--- config.mk ---
export PLATFORM = sky130hd
export DESIGN_NAME = page_commit_ctrl
export DESIGN_NICKNAME = d
export VERILOG_FILES = /design/src/rtl/pgw_pkg.sv /design/src/rtl/pgw_page_buffer.sv /design/src/rtl/pgw_slot_picker.sv /design/src/rtl/pgw_commit_fsm.sv /design/src/rtl/page_commit_ctrl.sv
export SDC_FILE = /design/constraint.sdc
export NUM_CORES = 1
export LEC_CHECK = 0
export BUFFER_PORTS_ARGS = -buffer_cell sky130_fd_sc_hd__buf_2
export CORE_AREA = 5 5 141 143
export CTS_CLUSTER_SIZE = 25
export DETAILED_ROUTE_END_ITERATION = 8
export DIE_AREA = 0 0 146 148
export GPL_TIMING_DRIVEN = 1
export PLACE_DENSITY = 0.68
export SLEW_MARGIN = 20
export SYNTH_ARGS = -nofsm -noshare
export SYNTH_HDL_FRONTEND = slang
export SYNTH_SLANG_ARGS = --single-unit
--- constraint.sdc ---
create_clock -name clk -period 3.94 [get_ports clk]
set_input_delay 0.394 -clock clk [delete_from_list [all_inputs] [get_ports clk]]
set_output_delay 0.394 -clock clk [all_outputs]
set_load 0.005 [all_outputs]
--- src/rtl/pgw_pkg.sv ---
package pgw_pkg;
  typedef enum logic [1:0] {
    ST_IDLE   = 2'd0,
    ST_COMMIT = 2'd1,
    ST_WAIT   = 2'd2
  } wstate_t;
endpackage

--- src/rtl/pgw_page_buffer.sv ---
module pgw_page_buffer #(
  parameter int ADDR_W = 7,
  parameter int DATA_W = 8,
  parameter int SLOT_W = 4
) (
  input  logic                                  clk,
  input  logic                                  rst_n,
  input  logic                                  take,
  input  logic [ADDR_W-1:0]                     start_addr,
  input  logic [DATA_W-1:0]                     wdata,
  input  logic [(1<<SLOT_W)-1:0]                drain,
  output logic [ADDR_W-SLOT_W-1:0]              page,
  output logic [(1<<SLOT_W)-1:0]                mask,
  output logic [(1<<SLOT_W)-1:0][DATA_W-1:0]    slots
);
  localparam int SLOTS  = 1 << SLOT_W;
  localparam int PAGE_W = ADDR_W - SLOT_W;

  logic [SLOTS-1:0]  mask_q;
  logic [SLOT_W-1:0] ptr_q;
  logic [PAGE_W-1:0] page_q;
  logic              empty;
  logic [SLOT_W-1:0] idx;
  logic [SLOTS-1:0]  fill;

  // An empty buffer means a new transaction: take the address from the port.
  assign empty = ~|mask_q;
  assign idx   = empty ? start_addr[SLOT_W-1:0] : ptr_q;
  assign fill  = take ? (SLOTS'(1) << idx) : '0;

  always_ff @(posedge clk or negedge rst_n) begin
    if (!rst_n) begin
      mask_q <= '0;
      ptr_q  <= '0;
      page_q <= '0;
    end else begin
      mask_q <= (mask_q & ~drain) | fill;
      if (take) begin
        ptr_q <= SLOT_W'(idx + 1'b1);
        if (empty) page_q <= start_addr[ADDR_W-1:SLOT_W];
      end
    end
  end

  // Per-slot storage, no reset needed: only filled slots are ever read.
  for (genvar s = 0; s < SLOTS; s++) begin : g_slot
    always_ff @(posedge clk) begin
      if (take && (idx == SLOT_W'(s))) slots[s] <= wdata;
    end
  end

  assign page = page_q;
  assign mask = mask_q;

  // the sequencer only drains slots that hold data
  assert_drain_filled_R5: assert property (@(posedge clk) disable iff (!rst_n)
    (|drain) |-> ((drain & mask_q) == drain));
  // at most one slot drained per clock
  assert_drain_single_R5: assert property (@(posedge clk) disable iff (!rst_n)
    $onehot0(drain));
endmodule

--- src/rtl/pgw_slot_picker.sv ---
module pgw_slot_picker #(
  parameter int SLOT_W = 4
) (
  input  logic [(1<<SLOT_W)-1:0] mask,
  output logic [(1<<SLOT_W)-1:0] pick,
  output logic [SLOT_W-1:0]      pick_idx,
  output logic                   any,
  output logic                   last
);
  localparam int SLOTS = 1 << SLOT_W;

  // Lowest set bit wins.
  assign pick = mask & (~mask + SLOTS'(1));
  assign any  = |mask;
  assign last = any && ((mask & ~pick) == '0);

  always_comb begin
    pick_idx = '0;
    for (int i = SLOTS - 1; i >= 0; i--) begin
      if (mask[i]) pick_idx = SLOT_W'(i);
    end
  end
endmodule

--- src/rtl/pgw_commit_fsm.sv ---
module pgw_commit_fsm
  import pgw_pkg::*;
#(
  parameter int WRITE_CYCLES = 5000
) (
  input  logic clk,
  input  logic rst_n,
  input  logic trigger,
  input  logic pick_any,
  input  logic pick_last,
  output logic busy,
  output logic committing
);
  localparam int CNT_W = $clog2(WRITE_CYCLES + 1);

  wstate_t         state_q;
  logic [CNT_W-1:0] cnt_q;

  always_ff @(posedge clk or negedge rst_n) begin
    if (!rst_n) begin
      state_q <= ST_IDLE;
      cnt_q   <= '0;
    end else begin
      case (state_q)
        ST_IDLE: if (trigger) state_q <= ST_COMMIT;
        ST_COMMIT: if (pick_last) begin
          state_q <= ST_WAIT;
          cnt_q   <= '0;
        end
        ST_WAIT: begin
          if (cnt_q == CNT_W'(WRITE_CYCLES - 1)) state_q <= ST_IDLE;
          else cnt_q <= cnt_q + 1'b1;
        end
        default: state_q <= ST_IDLE;
      endcase
    end
  end

  assign busy       = (state_q != ST_IDLE);
  assign committing = (state_q == ST_COMMIT);

  // the commit phase always has a slot to drain
  assert_commit_has_work_R5: assert property (@(posedge clk) disable iff (!rst_n)
    committing |-> pick_any);
  // the write-cycle counter never passes its limit
  assert_timer_bound_R8: assert property (@(posedge clk) disable iff (!rst_n)
    (state_q == ST_WAIT) |-> (cnt_q < CNT_W'(WRITE_CYCLES)));
endmodule

--- src/rtl/page_commit_ctrl.sv ---
module page_commit_ctrl #(
  parameter int ADDR_W       = 7,
  parameter int DATA_W       = 8,
  parameter int SLOT_W       = 4,
  parameter int WRITE_CYCLES = 5000
) (
  input  logic              clk,
  input  logic              rst_n,
  input  logic              byte_valid,
  output logic              byte_ready,
  input  logic [DATA_W-1:0] byte_data,
  input  logic [ADDR_W-1:0] start_addr,
  input  logic              stop_strobe,
  input  logic              wp_pin,
  output logic [ADDR_W-1:0] mem_addr,
  output logic [DATA_W-1:0] mem_wdata,
  output logic              mem_we,
  output logic              busy
);
  localparam int SLOTS  = 1 << SLOT_W;
  localparam int PAGE_W = ADDR_W - SLOT_W;

  logic                           take;
  logic                           trigger;
  logic                           committing;
  logic [PAGE_W-1:0]              page;
  logic [SLOTS-1:0]               mask;
  logic [SLOTS-1:0][DATA_W-1:0]   slots;
  logic [SLOTS-1:0]               pick;
  logic [SLOTS-1:0]               drain;
  logic [SLOT_W-1:0]              pick_idx;
  logic                           pick_any;
  logic                           pick_last;
  logic                           locked;

  assign byte_ready = !busy;
  assign take       = byte_valid && byte_ready;
  // Stop closes a transaction only when something was (or is being) buffered.
  assign trigger    = !busy && stop_strobe && (take || (|mask));
  assign drain      = committing ? pick : '0;
  // Protected region: upper half of the array.
  assign locked     = wp_pin && page[PAGE_W-1];

  pgw_page_buffer #(.ADDR_W(ADDR_W), .DATA_W(DATA_W), .SLOT_W(SLOT_W)) u_buf (
    .clk(clk), .rst_n(rst_n), .take(take), .start_addr(start_addr),
    .wdata(byte_data), .drain(drain), .page(page), .mask(mask), .slots(slots)
  );

  pgw_slot_picker #(.SLOT_W(SLOT_W)) u_pick (
    .mask(mask), .pick(pick), .pick_idx(pick_idx), .any(pick_any), .last(pick_last)
  );

  pgw_commit_fsm #(.WRITE_CYCLES(WRITE_CYCLES)) u_fsm (
    .clk(clk), .rst_n(rst_n), .trigger(trigger), .pick_any(pick_any),
    .pick_last(pick_last), .busy(busy), .committing(committing)
  );

  assign mem_we    = committing && !locked;
  assign mem_addr  = {page, pick_idx};
  assign mem_wdata = slots[pick_idx];

  // memory writes only happen inside a busy period
  assert_we_in_busy_R4: assert property (@(posedge clk) disable iff (!rst_n)
    mem_we |-> busy);
  // a Stop with data starts the busy period on the next cycle
  assert_stop_starts_R4: assert property (@(posedge clk) disable iff (!rst_n)
    (!busy && stop_strobe && (byte_valid || (|mask))) |=> busy);
  // no write lands in the protected half while protection is on
  assert_protect_R6: assert property (@(posedge clk) disable iff (!rst_n)
    (mem_we && wp_pin) |-> !mem_addr[ADDR_W-1]);
  // during the timer phase the buffer is frozen and drained
  assert_wait_frozen_R9: assert property (@(posedge clk) disable iff (!rst_n)
    (busy && !committing) |-> (mask == '0));
  // an empty Stop does not start a busy period
  assert_empty_stop_R10: assert property (@(posedge clk) disable iff (!rst_n)
    (!busy && stop_strobe && !byte_valid && (mask == '0)) |=> !busy);
endmodule

; Yosys cells after proc, flatten, opt, wreduce, memory -nomap -nowiden
; Cells that the tools add are included.
[word_totals]
regBits = 166
in_bits = 20
[op_classes]
n_addsub = 3
magnitude_cmp = 1
eq_ne = 22
n_shift = 1
n_mux = 28
bitwise_logic = 8
reduce_logical = 34
[op_table]
columns = operator, count
row1 = 2-to-1 mux 4 bit, 17
row2 = AND 16 bit, 3
row3 = NOT 16 bit, 3
row4 = binary-select mux 8 bit (select 4 bit), 1
row5 = == test 4 bit (second input constant), 8
row6 = 2-to-1 mux 16 bit, 2
row7 = 2-to-1 mux 13 bit, 2
row8 = one-hot mux 13 bit (2 select lines), 1
row9 = logical AND 1 bit, 22
row10 = adder 16 x 1 -> 16 bit (second input constant), 1
row11 = == test 4 x 3 -> 1 bit (second input constant), 4
row12 = zero test 16 bit, 1
row13 = OR 16 bit, 1
row14 = OR reduction 16 bit, 1
row15 = left shift 1 x 4 -> 16 bit (first input constant), 1
row16 = adder 13 x 1 -> 13 bit (second input constant), 1
row17 = == test 13 bit (second input constant), 1
row18 = == test 4 x 2 -> 1 bit (second input constant), 2
row19 = 2-to-1 mux 8 bit, 1
row20 = 2-to-1 mux 2 bit, 3
row21 = one-hot mux 2 bit (3 select lines), 1
row22 = AND reduction 3 bit, 2
row23 = < comparator 4 x 5 -> 1 bit (second input constant), 1
row24 = adder 4 x 1 -> 4 bit (second input constant), 1
row25 = other kinds (12), 16

; Depth between registers and ports, before layout
; Gate-level depths: netlist (run 1).
[logic_depth]
word_depth = 18
depth_mapped = 10

; Modules after synthesis
; Synthesis (run 1) repeated with hierarchy kept, for this count alone.
[unflattened]
cells_unflattened = 532
area_unflattened_um2 = 7681.1
[modules_own_cells]
columns = mod, instances, cells_each, area_per_inst_um2, seq_area_each_um2
row1 = pgw_page_buffer, 1, 270, 5180.0, 4419.2
row2 = page_commit_ctrl, 1, 96, 1196.1, 0.0
row3 = pgw_commit_fsm, 1, 83, 805.8, 375.4
row4 = pgw_slot_picker, 1, 83, 499.2, 0.0

; Worst setup path after synthesis (run 1)
; OpenSTA, ideal clock, no wires.
[synth_timing]
path_type = register -> register
start = register u_buf.mask_q[12], in the netlist u_buf.mask[12]
end = register u_buf.slots[16] in the netlist's numbering, enable pin
arrival_time_ns = 2.391
required_ns = 3.566
setup_slack_ns = 1.176
stages_incl_launch_ff = 8
n_path_buf = 1
period_less_slack_ns = 2.764
path_cell_list = dfrtp_1 > clkbuf_1 > nor4_1 > nand2_1 > nor2_2 > mux2i_1 > nand2_1 > nor2_1
[synth_between]
elab_chain_cells = 4
[synth_rtl]
columns = item, line
row1 = start: declaration, pgw_page_buffer.sv:19  ; logic [SLOTS-1:0] mask_q;
row2 = start signal: assignment, pgw_page_buffer.sv:37  ; mask_q <= (mask_q & ~drain) | fill;
row3 = OR reduction 16 bit, pgw_page_buffer.sv:27  ; assign empty = ~|mask_q;
row4 = 2-to-1 mux 4 bit, pgw_page_buffer.sv:28  ; assign idx = empty ? start_addr[SLOT_W-1:0] : ptr_q;
row5 = == test 4 x 2 -> 1 bit, pgw_page_buffer.sv:48  ; if (take && (idx == SLOT_W'(s))) slots[s] <= wdata;
row6 = logical AND 1 bit, pgw_page_buffer.sv:48
row7 = end signal: indexed assignment, pgw_page_buffer.sv:48
row8 = end: declaration, pgw_page_buffer.sv:14  ; output logic [(1<<SLOT_W)-1:0][DATA_W-1:0] slots
; No other way between the ends.
; A chain may end at the register's enable or synchronous reset.

; Final worst setup path (run 1)
[layout_timing]
start = register u_buf.mask_q[8], in the netlist u_buf.mask[8]
end = output port mem_wdata[6]
[layout_between]
elab_chain_cells = 11
[layout_rtl]
columns = item, line
row1 = 2-to-1 mux 4 bit (9 in a row), pgw_slot_picker.sv:20  ; if (mask[i]) pick_idx = SLOT_W'(i);
row2 = binary-select mux 8 bit (select 4 bit), page_commit_ctrl.sv:60  ; assign mem_wdata = slots[pick_idx];
row3 = 2-to-1 mux 8 bit (not written as such), page_commit_ctrl.sv:60
row4 = end: declaration, page_commit_ctrl.sv:16  ; output logic [DATA_W-1:0] mem_wdata,
; No other way between the ends. The select of a mux whose other input is x is not followed.

==> reports/results.txt, run 1 <==
Tmin final -> 3.80 ns
CP Capture Type -> output pin
final worst path period share -> 96.3%
Tightest Hold Check Type -> input port to async pin
Peak VDD IR -> 261 uV
CTS Buf Count -> 17
number of global-route vias before repair -> 5,266
met2 wire length -> 8.74 mm
setup skew after layout -> 0.0122 ns
FF+latch count, synth -> 166
highest routed metal layer -> met5
top_reg_cell synth -> edfxtp_1
die area -> 21,600 um^2
share of layout cells above drive strength 1 -> 14.8%
Fin. Hold Viols -> 0
HPWL after DPL -> 12.4 mm
Data arrival, critical path -> 3.40 ns
Buf/Inv on CP -> 1
Ant. Diodes -> 0
post-route insts no fill -> 894
CP Max Fanout -> 9
CTS sink cnt -> 166
ranking of synthesized cells by area -> edfxtp_1, dfrtp_1, nand2_1, mux2i_1, a211oi_1
outcome -> completed
Synthesized Nets -> 637
Crit path required time -> 3.55 ns
CP max-delay cell -> dfrtp_1
Area growth syn-to-layout -> 14.2%
WL final -> 18.4 mm
crit-path cells -> nor4_4, or2b_1, a311oi_4, or3_1, a211oi_1, a311oi_1, and4_1, buf_2
Crit path largest cell delay -> 0.50 ns
startpoint types -> flop
TritonCTS clock tree -> done
Die Y -> 148 um
total gr overflow -> 0
PD cells -> 419 nW/um^2
Tot GR Track Use -> 17.5%
fmax -> 0.263 GHz
clock latency on the worst-skew pair -> 0.43 ns
post-synth top area share -> 51.7%
Clock transition at path regs -> 0.06 ns
fin. max-slew vios -> 0
WL/cell -> 20.6 um
RSZ-0062 raised after global routing -> no
Core Area -> 18,500 um^2
Starting Density -> 40.3%
CTS H-tree lvls -> 4
critical path class -> flop to output pin
Slew headroom -> 35.3%
Synth cell types -> 60
wire length on met1 -> 7.68 mm
placed insts -> 862
DRC -> 0
max_cap viols -> 0
most common cell after layout, fill and taps aside -> edfxtp_1
Setup TNS Final -> 0 ns
cell family with most CP delay -> simple AND/OR/NAND/NOR gates
sequential element share of the synthesized area -> 64.5%
clk buf depth -> 2
Leak -> 3.33 nW
slew at the pin closest to its max-slew limit -> 0.967 ns
synthesized cell area -> 7440 um^2
synthesis warning total -> 0
via count -> 5,186
Vias/cell -> 5.80
largest area contributor in the netlist -> edfxtp_1
drt initial violations -> 529
routability cong. -> 0.943
initial antenna violation count -> 1
DRT antenna net count -> 0
Post-synth ARST share -> 22.9%
root buf cell -> clkbuf_16
most frequent cells in the layout -> edfxtp_1, nand2_1, nor2_1, dfrtp_1, buf_2
Buffers on Ports -> 37
DR WL met3 -> 1.38 mm
final setup violation count -> 0
Synth Area per Inst -> 12.3 um^2
row count -> 50
post-CTS setup buffers -> 0
first-pass GRT wire length -> 29.3 mm
Top Ports -> 38
Final #Nets -> 677
Synth Instances -> 607
largest net degree at the start of global routing -> 44
Die X -> 146 um
EDFF count, synth -> 128
drt first pass iters -> 5
## per-layer routing
| metal | GRT usage [%] | vias to the layer above |
|---|---|---|
| met5 | 0 | - |
| met4 | 6.91 | 2 |
| met3 | 5.00 | 41 |
| met2 | 28.4 | 202 |
| met1 | 22.3 | 2564 |
| li1 | - | 2377 |
## power by group
part	total [mW]	leakage [nW]	internal, mW	switching [mW]
registers	1.89	1.66	1.89	0
logic	0.0569	1.41	0.0111	0.0458
clock network	1.61	0.267	0.889	0.725
## registers in the layout, summed over array words and instances, names as in the netlist
| signal | count |
|---|---|
| u_buf.mask | 16 |
| u_buf.ptr_q | 4 |
| u_buf.page | 3 |
| u_buf.slots | 128 |
| u_fsm.cnt_q | 13 |
| u_fsm.state_q | 2 |
## path summary, 6_finish.rpt
check                                           start                          to  slack (ns)  cells after the start
min in group clk                        start_addr[4]   u_buf.page[0]$_DFFE_PN0P_        0.19                      2
max                           u_buf.mask[8]$_DFF_PN0_                mem_wdata[6]        0.14                      8
max in group asynchronous                       rst_n    u_buf.mask[13]$_DFF_PN0_        3.31                      1
max reg2reg                  u_buf.mask[12]$_DFF_PN0_  u_buf.slots[101]$_DFFE_PP_        0.56                      7
min reg2reg                u_buf.ptr_q[3]$_DFFE_PN0P_  u_buf.ptr_q[3]$_DFFE_PN0P_        0.49                      2
min                                             rst_n  u_fsm.cnt_q[6]$_DFFE_PN0P_        0.07                      1
## synthesized netlist by cell type (all sizes together) (7+ instances only)
cell type,count
edfxtp,128
nand2,80
nor2,43
dfrtp,38
o21ai,35
a211oi,25
nand3,25
clkbuf,20
inv,20
mux2i,20
nor3b,16
a21oi,14
ha,10
buf,9
nor3,9
o2111ai,9
a22oi,8
a31oi,8
and4,8
o31ai,8
or3,8
a22o,7
## logic make-up after synthesis
logic type | after synthesis | synth area share [%]
mux | 23 | 3.15
flops | 166 | 64.5
fa+ha+maj | 13 | 2.10
buf+inv | 49 | 2.59
simple gates | 218 | 15.0
compound gates | 137 | 12.6
xor+xnor | 1 | 0.118
## timing repair
action	4_1_cts	5_1_grt
setup endpoints to repair	0	4
hold buffers	0	0
gates resized for setup	0	2
## through the flow
step | hold slack [ns] | util, % | total power [mW] | area [um^2] | setup WS, ns
floorplan | 0.0984 | - | 1.94 | 7440 | 1.18
global placement | 0.466 | 42.8 | 1.98 | 7910 | 0.549
global route | 0.140 | 46.0 | 3.67 | 8490 | 0.0276
finish | 0.0657 | 46.0 | 3.56 | 8490 | 0.144
detailed placement | 0.481 | 42.8 | 1.98 | 7910 | 0.511
CTS | 0.0935 | 45.9 | 3.58 | 8480 | 0.0442
## final cells by class
cell class                      count  area, um^2
Clock buffer                       19         433
Inverter                           20        75.1
Tap cell                          234         293
Fill cell                        1647        9960
Timing Repair Buffer               50         283
Clock inverter                     13         138
Sequential cell                   166        4790
Multi-Input combinational cell    392        2480
(Power assumes the default switching activity.)
==> run 2: changes to the inputs <==
--- a/config.mk
+++ b/config.mk
@@ -6,12 +6,13 @@
 export NUM_CORES = 1
 export LEC_CHECK = 0
 export BUFFER_PORTS_ARGS = -buffer_cell sky130_fd_sc_hd__buf_2
-export CORE_AREA = 5 5 141 143
+export CORE_AREA = 2 2 138 140
 export CTS_CLUSTER_SIZE = 25
 export DETAILED_ROUTE_END_ITERATION = 8
-export DIE_AREA = 0 0 146 148
+export DIE_AREA = 0 0 140 142
 export GPL_TIMING_DRIVEN = 1
 export PLACE_DENSITY = 0.68
+export REMOVE_ABC_BUFFERS = 1
 export SLEW_MARGIN = 20
 export SYNTH_ARGS = -nofsm -noshare
 export SYNTH_HDL_FRONTEND = slang
==> run 2 against run 1 <==
Compared with the run above:
- setup slack improved by 0.085 ns
- non-clock buffer count did not move
- the flow now finishes with violations (DRC)
- first-iteration DRC count did not move
- count of clock-buffer cells in the layout fell by 2
- register-to-register slack barely moved
==> reports/results.txt, run 2 (synthesis gave the netlist of run 1 again) <==
cell family with most CP delay -> compound AO/OA/AOI/OAI gates (was simple AND/OR/NAND/NOR gates)
CTS Hold Bufs -> 0 (unchanged)
reg2reg end -> u_buf.slots[32]$_DFFE_PP_ (was u_buf.slots[101]$_DFFE_PP_)
Setup crit end -> mem_wdata[5] (was mem_wdata[6])
WL final -> 17.7 mm (was 18.4 mm)
Top Ports -> 38 (unchanged)
R2R depth -> 6 (was 7)
share of total power in the clock network -> 45.0% (was 45.4%)
Largest Register -> u_buf.slots (unchanged)
Tot GR Track Use -> 18.7% (was 17.5%)
drt initial violations -> 529 (unchanged)
Starting Density -> 40.3% (unchanged)
CTS sink cnt -> 166 (unchanged)
cells resized by post-CTS repair -> 0 (unchanged)
RR Startpoint -> u_buf.mask[8]$_DFF_PN0_ (was u_buf.mask[12]$_DFF_PN0_)
worst setup path startpoint -> u_buf.mask[3]$_DFF_PN0_ (was u_buf.mask[8]$_DFF_PN0_)
PD cells -> 417 nW/um^2 (was 419 nW/um^2)
Leak -> 3.34 nW (was 3.33 nW)
Peak VDD IR -> 313 uV (was 261 uV)
die area -> 19,900 um^2 (was 21,600 um^2)
Sw Ratio -> 21.4% (was 21.7%)
post-CTS setup buffers -> 0 (unchanged)
CP Capture Type -> output pin (unchanged)
initial antenna violation count -> 0 (was 1)
Buf/Inv on CP -> 3 (was 1)
fillers -> 1,625 (was 1,647)
crit-path cells -> nor2b_1, o21a_1, nor2_2, inv_2, buf_4, a211oi_1, o21ai_0, and4_1, buf_2 (was nor4_4, or2b_1, a311oi_4, or3_1, a211oi_1, a311oi_1, and4_1, buf_2)
most common cell after layout, fill and taps aside -> edfxtp_1 (unchanged)
final worst path period share -> 94.2% (was 96.3%)
first-pass GRT wire length -> 28.1 mm (was 29.3 mm)
largest net degree at the start of global routing -> 39 (was 44)
Sw Pwr -> 756 uW (was 770 uW)
Crit path largest cell delay -> 0.64 ns (was 0.50 ns)
Buffers on Ports -> 37 (unchanged)
TritonCTS clock tree -> done (unchanged)
clk buf depth -> 2 (unchanged)
Crit path required time -> 3.55 ns (about the same)
slew at the pin closest to its max-slew limit -> 0.871 ns (was 0.967 ns)
CP Max Fanout -> 18 (was 9)
share of layout cells above drive strength 1 -> 14.8% (unchanged)
CP max-delay cell -> o21a_1 (was dfrtp_1)
Clock transition at path regs -> 0.07 ns (was 0.06 ns)
Vias/cell -> 5.73 (was 5.80)
Tmin final -> 3.71 ns (was 3.80 ns)
via count -> 5,125 (was 5,186)
CTS Buf Count -> 17 (unchanged)
critical path class -> flop to output pin (unchanged)
P_int -> 2.78 mW (was 2.79 mW)
RSZ-0062 raised after global routing -> no (unchanged)
R2R Setup Slk -> 0.57 ns (was 0.56 ns)
Tightest Hold Check Type -> input port to async pin (unchanged)
WL/cell -> 19.8 um (was 20.6 um)
Ant. Diodes -> 0 (unchanged)
Data arrival, critical path -> 3.32 ns (was 3.40 ns)
final setup violation count -> 0 (unchanged)
DRC -> 3 (was 0)
most frequent cells in the layout -> edfxtp_1, nand2_1, nor2_1, dfrtp_1, buf_2 (unchanged)
drt first pass iters -> 7 (was 5)
Area growth syn-to-layout -> 13.9% (was 14.2%)
Setup TNS Final -> 0 ns (unchanged)
Die X -> 140 um (was 146 um)
Crit. path cell count -> 9 (was 8)
root buf cell -> clkbuf_16 (unchanged)
Slew headroom -> 41.5% (was 35.3%)
clock latency on the worst-skew pair -> 0.43 ns (about the same)
Die Y -> 142 um (was 148 um)
max_cap viols -> 0 (unchanged)
Sequential Power Share -> 53.4% (was 53.0%)
fmax -> 0.269 GHz (was 0.263 GHz)
startpoint types -> flop (unchanged)
failing checks -> DRC
total gr overflow -> 0 (unchanged)
Comb power frac -> 1.6% (about the same)
number of global-route vias before repair -> 5,088 (was 5,266)
row count -> 50 (unchanged)
Final Power -> 3.54 mW (was 3.56 mW)
Final #Nets -> 677 (unchanged)
Core Area -> 18,500 um^2 (unchanged)
fin. max-slew vios -> 0 (unchanged)
HPWL after DPL -> 12.0 mm (was 12.4 mm)
DRT antenna net count -> 0 (unchanged)
Largest register FFs -> 128 (unchanged)
Fin. Hold Viols -> 0 (unchanged)
outcome -> complete, but fails checks (was completed)
setup skew after layout -> 0.0144 ns (was 0.0122 ns)
routability cong. -> 0.891 (was 0.943)
CTS H-tree lvls -> 4 (unchanged)
==> run 2: layout make-up <==
cell class	instances	area, um^2	share of cell area, %
sequential	166	4790	56.6
tap	234	293	3.45
clock inverter	15	144	1.70
inverter	20	75.1	0.886
clock buffer	17	425	5.02
timing repair buffer	50	283	3.34
multi-input combinational	392	2460	29.0
==> run 2: how the worst min path moves through the flow <==
stage	startpoint	endpoint	slack, ns	depth (start not counted)
floorplan	rst_n	u_buf.mask[0]$_DFF_PN0_	0.1	0
global placement	u_buf.ptr_q[2]$_DFFE_PN0P_	u_buf.ptr_q[2]$_DFFE_PN0P_	0.47	2
detailed placement	u_buf.ptr_q[3]$_DFFE_PN0P_	u_buf.ptr_q[3]$_DFFE_PN0P_	0.48	2
global route	rst_n	u_buf.ptr_q[3]$_DFFE_PN0P_	0.13	1
CTS	rst_n	u_buf.page[1]$_DFFE_PN0P_	0.09	1
finish	rst_n	u_buf.page[1]$_DFFE_PN0P_	0.07	1
==> run 2: routing by layer <==
layer / GRT usage (%) / up-vias / wire length, um
met2: 31.0 / 189 / 8520
met3: 5.18 / 26 / 1130
met1: 24.4 / 2530 / 7720
met4: 5.16 / 0 / 297
li1: - / 2380 / -
met5: 0 / - / 0
==> run 2: per-stage QoR <==
stage          cells  utilization, %  hold slack, ns  instance area [um^2]  setup slack [ns]
2_1_floorplan    578               -          0.0984                  7320            -0.576
3_3_place_gp     862            42.8           0.470                  7910             0.750
3_5_place_dp     862            42.8           0.476                  7910             0.613
4_1_cts          894            45.9          0.0875                  8470             0.237
5_1_grt          894            45.9           0.129                  8470            0.0524
6_report         894            45.9          0.0726                  8470             0.229
==> run 2: worst register-to-register path: stages, from the launching register on <==
cell	delay, ns
dfrtp_1	0.50
nor4_4	0.44
nand2_1	0.19
nor2_2	0.26
mux2i_1	0.63
nand2_1	0.28
nor2_1	0.69
==> run 2: power groups by stage <==
stage	registers (mW)	logic, mW	clock network [mW]
6_report	1.89	0.0566	1.59
4_1_cts	1.89	0.0578	1.62
3_3_place_gp	1.92	0.0559	0
5_1_grt	1.89	0.0631	1.70
2_1_floorplan	1.92	0.0108	0
3_5_place_dp	1.92	0.0576	0
==> run 3: changes to the inputs <==
==> constraint.sdc (replaced) <==
create_clock -name clk -period 3.95 [get_ports clk]
set_input_delay 0.395 -clock clk [delete_from_list [all_inputs] [get_ports clk]]
set_output_delay 0.395 -clock clk [all_outputs]
set_load 0.005 [all_outputs]
==> run 3 against run 2 <==
Compared with the run above:
- the run still ends with DRC left
- non-clock buffer count grew 1
- clock power grew 3%
- combinational power is essentially flat
- register-to-register slack gained 0.08 ns
- via count grew 0.27%
- critical path depth shrank 1
- largest cell class unchanged
- sequential power is essentially flat
- critical endpoint is now mem_wdata[6]
==> reports/results.txt, run 3 (synthesis gave the netlist of run 1 again) <==
Die X -> 140 um (unchanged)
row count -> 50 (unchanged)
Die Y -> 142 um (unchanged)
routability cong. -> 0.970 (was 0.891)
CP Capture Type -> output pin (unchanged)
Vias/cell -> 5.75 (was 5.73)
via count -> 5,139 (was 5,125)
Util after Layout -> 46.0% (was 45.9%)
post-route insts no fill -> 894 (unchanged)
root buf cell -> clkbuf_16 (unchanged)
Top Ports -> 38 (unchanged)
Clock transition at path regs -> 0.06 ns (was 0.07 ns)
setup skew after layout -> 0.0106 ns (was 0.0144 ns)
Tightest Hold Check Type -> input port to async pin (unchanged)
placed insts -> 863 (was 862)
outcome -> complete, but fails checks (unchanged)
failing checks -> DRC (unchanged)
CTS H-tree lvls -> 4 (unchanged)
final worst path period share -> 91.8%
Largest Register -> u_buf.slots (unchanged)
first-pass GRT wire length -> 27.6 mm (was 28.1 mm)
Reg area -> 4790 um^2 (unchanged)
most common cell after layout, fill and taps aside -> edfxtp_1 (unchanged)
Area growth syn-to-layout -> 14.2% (was 13.9%)
WL final -> 17.6 mm (was 17.7 mm)
largest net degree at the start of global routing -> 39 (unchanged)
CTS sink cnt -> 166 (unchanged)
Crit path largest cell delay -> 0.49 ns (was 0.64 ns)
drt initial violations -> 524 (was 529)
CTS Hold Bufs -> 0 (unchanged)
fin. max-slew vios -> 0 (unchanged)
crit-path cells -> nor4_4, or2b_1, a311oi_2, or3_1, a211oi_1, a311oi_1, and4_1, buf_2 (was nor2b_1, o21a_1, nor2_2, inv_2, buf_4, a211oi_1, o21ai_0, and4_1, buf_2)
Ant. Diodes -> 0 (unchanged)
clk buf depth -> 2 (unchanged)
Tmin final -> 3.63 ns
final setup violation count -> 0 (unchanged)
CTS Buf Count -> 17 (unchanged)
Final #Nets -> 678 (was 677)
Leak -> 3.35 nW (was 3.34 nW)
Starting Density -> 40.3% (unchanged)
CP Max Fanout -> 9 (was 18)
cells resized by post-CTS repair -> 0 (unchanged)
initial antenna violation count -> 0 (unchanged)
fillers -> 1,649 (was 1,625)
fmax -> 0.276 GHz
slew at the pin closest to its max-slew limit -> 0.905 ns (was 0.871 ns)
post-CTS setup buffers -> 0 (unchanged)
startpoint types -> flop (unchanged)
drt first pass iters -> 9 (was 7)
critical path class -> flop to output pin (unchanged)
Data arrival, critical path -> 3.23 ns (was 3.32 ns)
Buffers on Ports -> 37 (unchanged)
CP max-delay cell -> dfrtp_1 (was o21a_1)
max_cap viols -> 0 (unchanged)
DRC -> 1 (was 3)
WL/cell -> 19.7 um (was 19.8 um)
Fin. Hold Viols -> 0 (unchanged)
Core Area -> 18,500 um^2 (unchanged)
PD cells -> 421 nW/um^2 (was 417 nW/um^2)
TritonCTS clock tree -> done (unchanged)
HPWL after DPL -> 11.9 mm (was 12.0 mm)
die area -> 19,900 um^2 (unchanged)
Tot GR Track Use -> 18.3% (was 18.7%)
total gr overflow -> 0 (unchanged)
most frequent cells in the layout -> edfxtp_1, nand2_1, nor2_1, dfrtp_1, buf_2 (unchanged)
number of global-route vias before repair -> 5,054 (was 5,088)
multi-input logic area -> 2460 um^2 (unchanged)
Slew headroom -> 39.2% (was 41.5%)
RSZ-0062 raised after global routing -> no (unchanged)
clock latency on the worst-skew pair -> 0.42 ns (was 0.43 ns)
DRT antenna net count -> 0 (unchanged)
final worst slack -> 0.324 ns (was 0.229 ns)
Crit path required time -> 3.56 ns (was 3.55 ns)
Place WS -> 0.625 ns (was 0.613 ns)
Peak VDD IR -> 327 uV (was 313 uV)
share of layout cells above drive strength 1 -> 14.5% (was 14.8%)
Largest register FFs -> 128 (unchanged)
run 3: power breakdown:
| part | leakage [nW] | switching (mW) | total (mW) | internal (mW) |
|---|---|---|---|---|
| sequential | 1.66 | 0 | 1.88 | 1.88 |
| clock | 0.282 | 0.656 | 1.64 | 0.984 |
| combinational | 1.41 | 0.0457 | 0.0568 | 0.0111 |
run 3: metrics by stage:
stage	TNS, ns	hold WS [ns]	total power, mW	area, um^2
global placement	0	0.467	1.97	7910
detailed placement	0	0.474	1.98	7910
global route	0	0.122	3.68	8500
CTS	0	0.101	3.61	8500
finish	0	0.0721	3.58	8500
floorplan	-4.34	0.0994	1.93	7320
run 3: final cells by class:
type                    count  share of cell area [%]
multi-input cells         392                    29.0
well taps                 234                    3.45
flip-flops and latches    166                    56.4
clock buffers              17                    5.01
inverters                  20                   0.884
repair buffers             51                    3.42
clock inverters            14                    1.87
run 3: path summary, 6_finish.rpt:
path,from,to,slack [ns],depth (start not counted)
setup / recovery,u_buf.mask[8]$_DFF_PN0_,mem_wdata[6],0.32,8
hold / removal,rst_n,u_buf.ptr_q[3]$_DFFE_PN0P_,0.07,1
setup reg to reg,u_buf.mask[5]$_DFF_PN0_,u_buf.slots[17]$_DFFE_PP_,0.65,6
hold reg to reg,u_buf.ptr_q[1]$_DFFE_PN0P_,u_buf.ptr_q[1]$_DFFE_PN0P_,0.49,2
max in group asynchronous,rst_n,u_buf.mask[13]$_DFF_PN0_,3.32,1
min in group clk,start_addr[4],u_buf.page[0]$_DFFE_PN0P_,0.21,2
run 3: routing by layer:
layer / routed length [um] / GRT usage, %
met2: 8200 / 29.7
met5: 0 / 0
met3: 1020 / 4.71
met4: 442 / 6.49
met1: 7930 / 24.0
run 3: critical path: cells and delay by family (launching register included):
family | cells | cell delay [ns]
simple gates | 4 | 1.35
buf+inv | 1 | 0.13
flops | 1 | 0.49
compound gates | 3 | 0.83
